--- config.mk ---
export PLATFORM = sky130hd
export DESIGN_NAME = serial_bank_regport
export DESIGN_NICKNAME = d
export VERILOG_FILES = /design/src/rtl/srp_pkg.sv /design/src/rtl/srp_gap_filter.sv /design/src/rtl/srp_shifter.sv /design/src/rtl/srp_regfile.sv /design/src/rtl/serial_bank_regport.sv
export SDC_FILE = /design/constraint.sdc
export NUM_CORES = 1
export LEC_CHECK = 0
export ABC_AREA = 0
export BUFFER_PORTS_ARGS = -buffer_cell sky130_fd_sc_hd__buf_2
export CAP_MARGIN = 30
export CORE_MARGIN = 4
export CORE_UTILIZATION = 43
export DETAILED_ROUTE_END_ITERATION = 8
export GPL_ROUTABILITY_DRIVEN = 0
export PLACE_DENSITY = 0.78
export SLEW_MARGIN = 30
export SYNTH_ARGS = -nofsm -noshare
export SYNTH_HDL_FRONTEND = slang
export SYNTH_HIERARCHICAL = 1
export SYNTH_SLANG_ARGS = --single-unit
--- constraint.sdc ---
create_clock -name clk -period 2 [get_ports clk]
set_input_delay 0.1 -clock clk [delete_from_list [all_inputs] [get_ports clk]]
set_output_delay 0.1 -clock clk [all_outputs]
set_load 0.03 [all_outputs]
--- src/rtl/srp_pkg.sv ---
package srp_pkg;
   localparam int unsigned NUM_REGS = 4;
   localparam int unsigned SEL_W    = 2;

   typedef enum logic [SEL_W-1:0] {
      REG_CTRL = 2'd0,
      REG_CHR0 = 2'd1,
      REG_CHR1 = 2'd2,
      REG_PRG  = 2'd3
   } reg_sel_e;
endpackage

--- src/rtl/srp_gap_filter.sv ---
// Accepts a window write only when at least MIN_GAP CPU cycles separate it
// from the latest window write (accepted or not).
module srp_gap_filter #(
   parameter int unsigned MIN_GAP = 2
) (
   input  logic clk,
   input  logic rst,
   input  logic cpu_ce,
   input  logic wr_hit,
   output logic accept
);
   generate
      if (MIN_GAP == 0) begin : g_nofilter
         logic unused_clkrst;
         assign unused_clkrst = clk ^ rst;
         assign accept = cpu_ce & wr_hit;
      end else begin : g_filter
         localparam int unsigned GW = $clog2(MIN_GAP + 1);
         logic [GW-1:0] gap_q;

         always_ff @(posedge clk) begin
            if (rst) begin
               gap_q <= GW'(MIN_GAP);
            end else if (cpu_ce) begin
               if (wr_hit)
                  gap_q <= GW'(1);
               else if (gap_q < GW'(MIN_GAP))
                  gap_q <= gap_q + GW'(1);
            end
         end

         assign accept = cpu_ce & wr_hit & (gap_q >= GW'(MIN_GAP));
      end
   endgenerate
endmodule

--- src/rtl/srp_shifter.sv ---
// Hidden serial buffer: collects one bit per accepted write, LSB first.
module srp_shifter #(
   parameter int unsigned SHIFT_W = 5
) (
   input  logic               clk,
   input  logic               rst,
   input  logic               accept,
   input  logic               escape,
   input  logic               din,
   output logic               full,
   output logic [SHIFT_W-1:0] word
);
   localparam int unsigned CW = $clog2(SHIFT_W + 1);

   logic [SHIFT_W-1:0] sh_q;
   logic [CW-1:0]      cnt_q;

   always_comb begin
      word = {din, sh_q[SHIFT_W-1:1]};
      full = accept & ~escape & (cnt_q == CW'(SHIFT_W - 1));
   end

   always_ff @(posedge clk) begin
      if (rst || (accept && escape) || full) begin
         sh_q  <= '0;
         cnt_q <= '0;
      end else if (accept) begin
         sh_q  <= word;
         cnt_q <= cnt_q + CW'(1);
      end
   end
endmodule

--- src/rtl/srp_regfile.sv ---
// Four committed registers, the escape update of the control register,
// the last-character-bank flag and the commit strobe.
module srp_regfile
   import srp_pkg::*;
#(
   parameter int unsigned       W          = 5,
   parameter logic [W-1:0]      CTRL_INIT  = 'h0C,
   parameter logic [W-1:0]      ESC_MASK   = 'h0C,
   parameter int unsigned       RAMDIS_BIT = 4
) (
   input  logic                         clk,
   input  logic                         rst,
   input  logic                         ram_dis_default,
   input  logic                         load,
   input  logic [SEL_W-1:0]             sel,
   input  logic [W-1:0]                 word,
   input  logic                         esc_hit,
   output logic [NUM_REGS-1:0][W-1:0]   regs,
   output logic                         last_chr1,
   output logic                         commit
);
   localparam logic [W-1:0] RAMDIS_MASK = W'(1) << RAMDIS_BIT;

   genvar i;
   generate
      for (i = 0; i < NUM_REGS; i++) begin : g_reg
         logic [W-1:0] q;
         logic         hit;
         assign hit     = load && (sel == SEL_W'(i));
         assign regs[i] = q;

         if (i == int'(REG_CTRL)) begin : g_ctrl
            always_ff @(posedge clk) begin
               if (rst)          q <= CTRL_INIT;
               else if (hit)     q <= word;
               else if (esc_hit) q <= q | ESC_MASK;
            end
         end else if (i == int'(REG_PRG)) begin : g_prg
            always_ff @(posedge clk) begin
               if (rst)      q <= ram_dis_default ? RAMDIS_MASK : '0;
               else if (hit) q <= word;
            end
         end else begin : g_chr
            always_ff @(posedge clk) begin
               if (rst)      q <= '0;
               else if (hit) q <= word;
            end
         end
      end
   endgenerate

   always_ff @(posedge clk) begin
      if (rst) begin
         last_chr1 <= 1'b0;
         commit    <= 1'b0;
      end else begin
         commit <= load | esc_hit;
         if (load && sel == REG_CHR0)      last_chr1 <= 1'b0;
         else if (load && sel == REG_CHR1) last_chr1 <= 1'b1;
      end
   end
endmodule

--- src/rtl/serial_bank_regport.sv ---
module serial_bank_regport
   import srp_pkg::*;
#(
   parameter int unsigned             ADDR_W     = 16,
   parameter int unsigned             DATA_W     = 8,
   parameter int unsigned             SHIFT_W    = 5,
   parameter int unsigned             MIN_GAP    = 2,
   parameter logic [SHIFT_W-1:0]      CTRL_INIT  = 'h0C,
   parameter logic [SHIFT_W-1:0]      ESC_MASK   = 'h0C,
   parameter int unsigned             RAMDIS_BIT = 4
) (
   input  logic               clk,
   input  logic               rst,
   input  logic               cpu_ce,
   input  logic               ram_dis_default,
   input  logic               wr_en,
   input  logic [ADDR_W-1:0]  addr,
   input  logic [DATA_W-1:0]  wdata,
   output logic [SHIFT_W-1:0] ctrl_q,
   output logic [SHIFT_W-1:0] chr0_q,
   output logic [SHIFT_W-1:0] chr1_q,
   output logic [SHIFT_W-1:0] prg_q,
   output logic               last_chr1,
   output logic               commit
);
   generate
      if (ADDR_W < SEL_W + 1) begin : g_bad_addr
         $error("ADDR_W too small for window and select bits");
      end
      if (SHIFT_W < 2 || SHIFT_W > DATA_W - 1) begin : g_bad_shift
         $error("SHIFT_W must be 2 or more and below the escape bit");
      end
      if (RAMDIS_BIT >= SHIFT_W) begin : g_bad_ramdis
         $error("RAMDIS_BIT outside register");
      end
   endgenerate

   logic                              win;
   logic                              escape;
   logic                              accept;
   logic                              full;
   logic [SHIFT_W-1:0]                word;
   logic [SEL_W-1:0]                  sel;
   logic [NUM_REGS-1:0][SHIFT_W-1:0]  regs;
   logic                              unused_bits;

   assign win         = wr_en & addr[ADDR_W-1];
   assign escape      = wdata[DATA_W-1];
   assign sel         = addr[ADDR_W-2 -: SEL_W];
   assign unused_bits = ^{addr[ADDR_W-SEL_W-2:0], wdata[DATA_W-2:1]};

   srp_gap_filter #(.MIN_GAP(MIN_GAP)) u_gap (
      .clk    (clk),
      .rst    (rst),
      .cpu_ce (cpu_ce),
      .wr_hit (win),
      .accept (accept)
   );

   srp_shifter #(.SHIFT_W(SHIFT_W)) u_shift (
      .clk    (clk),
      .rst    (rst),
      .accept (accept),
      .escape (escape),
      .din    (wdata[0]),
      .full   (full),
      .word   (word)
   );

   srp_regfile #(
      .W          (SHIFT_W),
      .CTRL_INIT  (CTRL_INIT),
      .ESC_MASK   (ESC_MASK),
      .RAMDIS_BIT (RAMDIS_BIT)
   ) u_regs (
      .clk             (clk),
      .rst             (rst),
      .ram_dis_default (ram_dis_default),
      .load            (full),
      .sel             (sel),
      .word            (word),
      .esc_hit         (accept & escape),
      .regs            (regs),
      .last_chr1       (last_chr1),
      .commit          (commit)
   );

   assign ctrl_q = regs[REG_CTRL];
   assign chr0_q = regs[REG_CHR0];
   assign chr1_q = regs[REG_CHR1];
   assign prg_q  = regs[REG_PRG];
endmodule

==> flow_summary.json <==
{
  "initial_core_util_pct": 44.8,
  "power.switching_mw": 0.261,
  "synth_edf_count": 5,
  "cts_resized": 0,
  "post_drt_wl_per_cell_um": 13.0,
  "post-route-min-period_ns": 1.84,
  "synth_seq_cells": 31,
  "ys_top_cells_by_area": "dfxtp_1, mux2i_1, edfxtp_1",
  "viasPerCell": 4.87,
  "fin_skew_ns": 0.00793,
  "fmax_mhz": 544,
  "grt_max_degree": 36,
  "rows": 20,
  "synthArstFlopShare_pct": 0,
  "placed_area_mm2": 0.00153,
  "maxSlewViolCount": 0,
  "critPathLaunchType": "register",
  "synth_fp_nets": 156,
  "clk_latency_ns": 0.32,
  "drt_first_pass_iters": 4,
  "drtIter0Drc": 39,
  "comb_power_share_pct": 6.6,
  "ys.flop_type": "dfxtp_1",
  "avgSynthCellArea_um2": 10.9,
  "antenna_found_initial": 0,
  "timing.final.crit_share_pct": 91.9,
  "end_kind": "register",
  "io_buffer_count": 31,
  "wl_um": 2650,
  "internal_power_mw": 0.970,
  "switching_share_pct": 21.2,
  "cts_made_buffers": 5,
  "num_vias": 994,
  "power.leakage_nw": 0.785,
  "powerDensity_mw_per_mm2": 756,
  "ys_seq_area_share_pct": 49.4,
  "cts.sinks": 31,
  "synth_commonest_cells": "dfxtp_1, mux2i_1, nand2b_1",
  "die_w_um": 64.2,
  "ir_drop_mv": 0.561,
  "max_slew_margin_pct": 67.3,
  "root_buffer": "clkbuf_4",
  "dp_hpwl_um": 1970,
  "rsz0062_at_grt": "no",
  "yosys.cell_count.top_type": "dfxtp_1",
  "clkPwrFrac_pct": 40.8,
  "grt_use_total_pct": 13.0,
  "core_mm2": 0.00303,
  "pin_count": 51,
  "clockBufferDepth": 2,
  "ys_warn_count": 6,
  "antennaDiodeCount": 0,
  "ant_nets": 0,
  "syn_area_mm2": 0.00136,
  "final-setup-viol-count": 0,
  "status": "finished, final reports clean",
  "design_area_mm2": 0.00163,
  "cts_tree": "yes",
  "drive_gt1_share_pct": 28.7,
  "seqPwrFrac_pct": 52.6,
  "min_path_type": "in2reg",
  "path_clk_slew_ns": 0.10,
  "grt_overflow_total": 0,
  "critical_path.max_fanout": 6,
  "synth_cells": 124,
  "worst_pin_slew_ns": 0.491,
  "hold_viol_final": 0,
  "cp_data_arrival_time_ns": 2.04,
  "critical_path_required_ns": 2.21,
  "fp.dieArea_mm2": 0.00412,
  "drc": 0,
  "final_nets": 191,
  "grt_pass1_vias": 967,
  "crit_type": "reg2reg",
  "grt_pass1_wl_um": 4200,
  "synth.top_cell.area_share_pct": 38.3,
  "htreeDepth": 2,
  "tns_ns": 0,
  "layout_setup_ws_ns": 0.163,
  "fp.dieH_um": 64.2,
  "pre_cts_slack_ns": 0.182,
  "synthToLayoutAreaGrowth_pct": 19.9,
  "cap_violations": 0,
  "synth_area_leader_cell": "dfxtp_1",
  "synth.distinct_cells": 30
}
==> power by group through the flow <==
| stage | Combinational, mW | Sequential [mW] | Clock (mW) |
|---|---|---|---|
| after global routing | 0.0876 | 0.650 | 0.547 |
| after detailed placement | 0.0795 | 0.662 | 0 |
| final | 0.0810 | 0.647 | 0.503 |
| after floorplan | 0.0461 | 0.673 | 0 |
| after CTS | 0.0800 | 0.648 | 0.516 |
| after global placement | 0.0757 | 0.661 | 0 |
==> final timing paths <==
kind | startpoint | to | slack [ns] | cells past startpoint
max | u_gap/g_filter.gap_q[1] | u_regs/g_reg[0].q[0] | 0.16 | 6
min | ram_dis_default | u_regs/g_reg[3].q[4] | 0.05 | 3
max reg2reg | u_gap/g_filter.gap_q[1] | u_regs/g_reg[0].q[0] | 0.16 | 6
min reg2reg | u_regs/last_chr1 | u_regs/last_chr1 | 0.47 | 2
==> layout make-up <==
cell class | instances | area (um^2)
fillers | 271 | 1400
well taps | 44 | 55.1
repair buffers | 34 | 180
clock inverters | 2 | 35.0
clock buffers | 6 | 51.3
inverters | 8 | 30.0
flip-flops and latches | 31 | 671
multi-input cells | 79 | 606
==> kinds of logic after synthesis <==
logic type / Yosys count / share of synthesized area (%)
flops: 31 / 49.4
fa+ha+maj: 3 / 2.77
compound gates: 13 / 7.28
buf+inv: 14 / 5.99
xor+xnor: 1 / 0.645
mux: 20 / 14.7
simple gates: 42 / 19.2
==> per-layer routing <==
layer | share of wire (%) | track usage (%)
met4 | 2.5 | 6.86
met1 | 42 | 13.8
met2 | 52 | 22.8
met3 | 3.5 | 4.22
met5 | 0 | 0
==> metrics by stage <==
stage	std cells	hold WS [ns]	util (%)	power, mW
3_3_place_gp	195	0.357	50.6	0.737
4_1_cts	203	0.00695	53.4	1.24
2_1_floorplan	124	0.173	-	0.719
5_1_grt	204	0.0403	53.8	1.28
6_report	204	0.0497	53.8	1.23
3_5_place_dp	195	0.365	50.6	0.742
==> flip-flops by register name, summed over array words and instances, names as in the netlist <==
signal / cells
u_gap/g_filter.gap_q: 2
u_regs/commit: 1
u_regs/g.q: 20
u_regs/last_chr1: 1
u_shift/cnt_q: 3
u_shift/sh_q: 4
==> what timing repair did <==
item	4_1_cts	5_1_grt
hold buffers	0	1
setup buffers	0	0
hold endpoints to repair	0	1
==> worst max-delay path, stage by stage (launching register included) <==
cell and delay [ns]:
dfxtp_1 0.41, ha_1 0.17, nor2_1 0.04, nor2_1 0.11, and4b_2 0.32, or3b_1 0.50, mux2i_1 0.17
==> cell usage in the layout (no fill, tap or decap), types with 5 or more instances in the layout <==
cell      synthesis  routed
a211oi_1          6       6
buf_2             1      31
clkbuf_4          0       5
dfxtp_1          26      26
edfxtp_1          5       5
inv_1             7       7
mux2i_1          20      20
nand2b_1         20      20
nor2_1            6       6
Note: power is estimated with default switching activity, not from simulation.
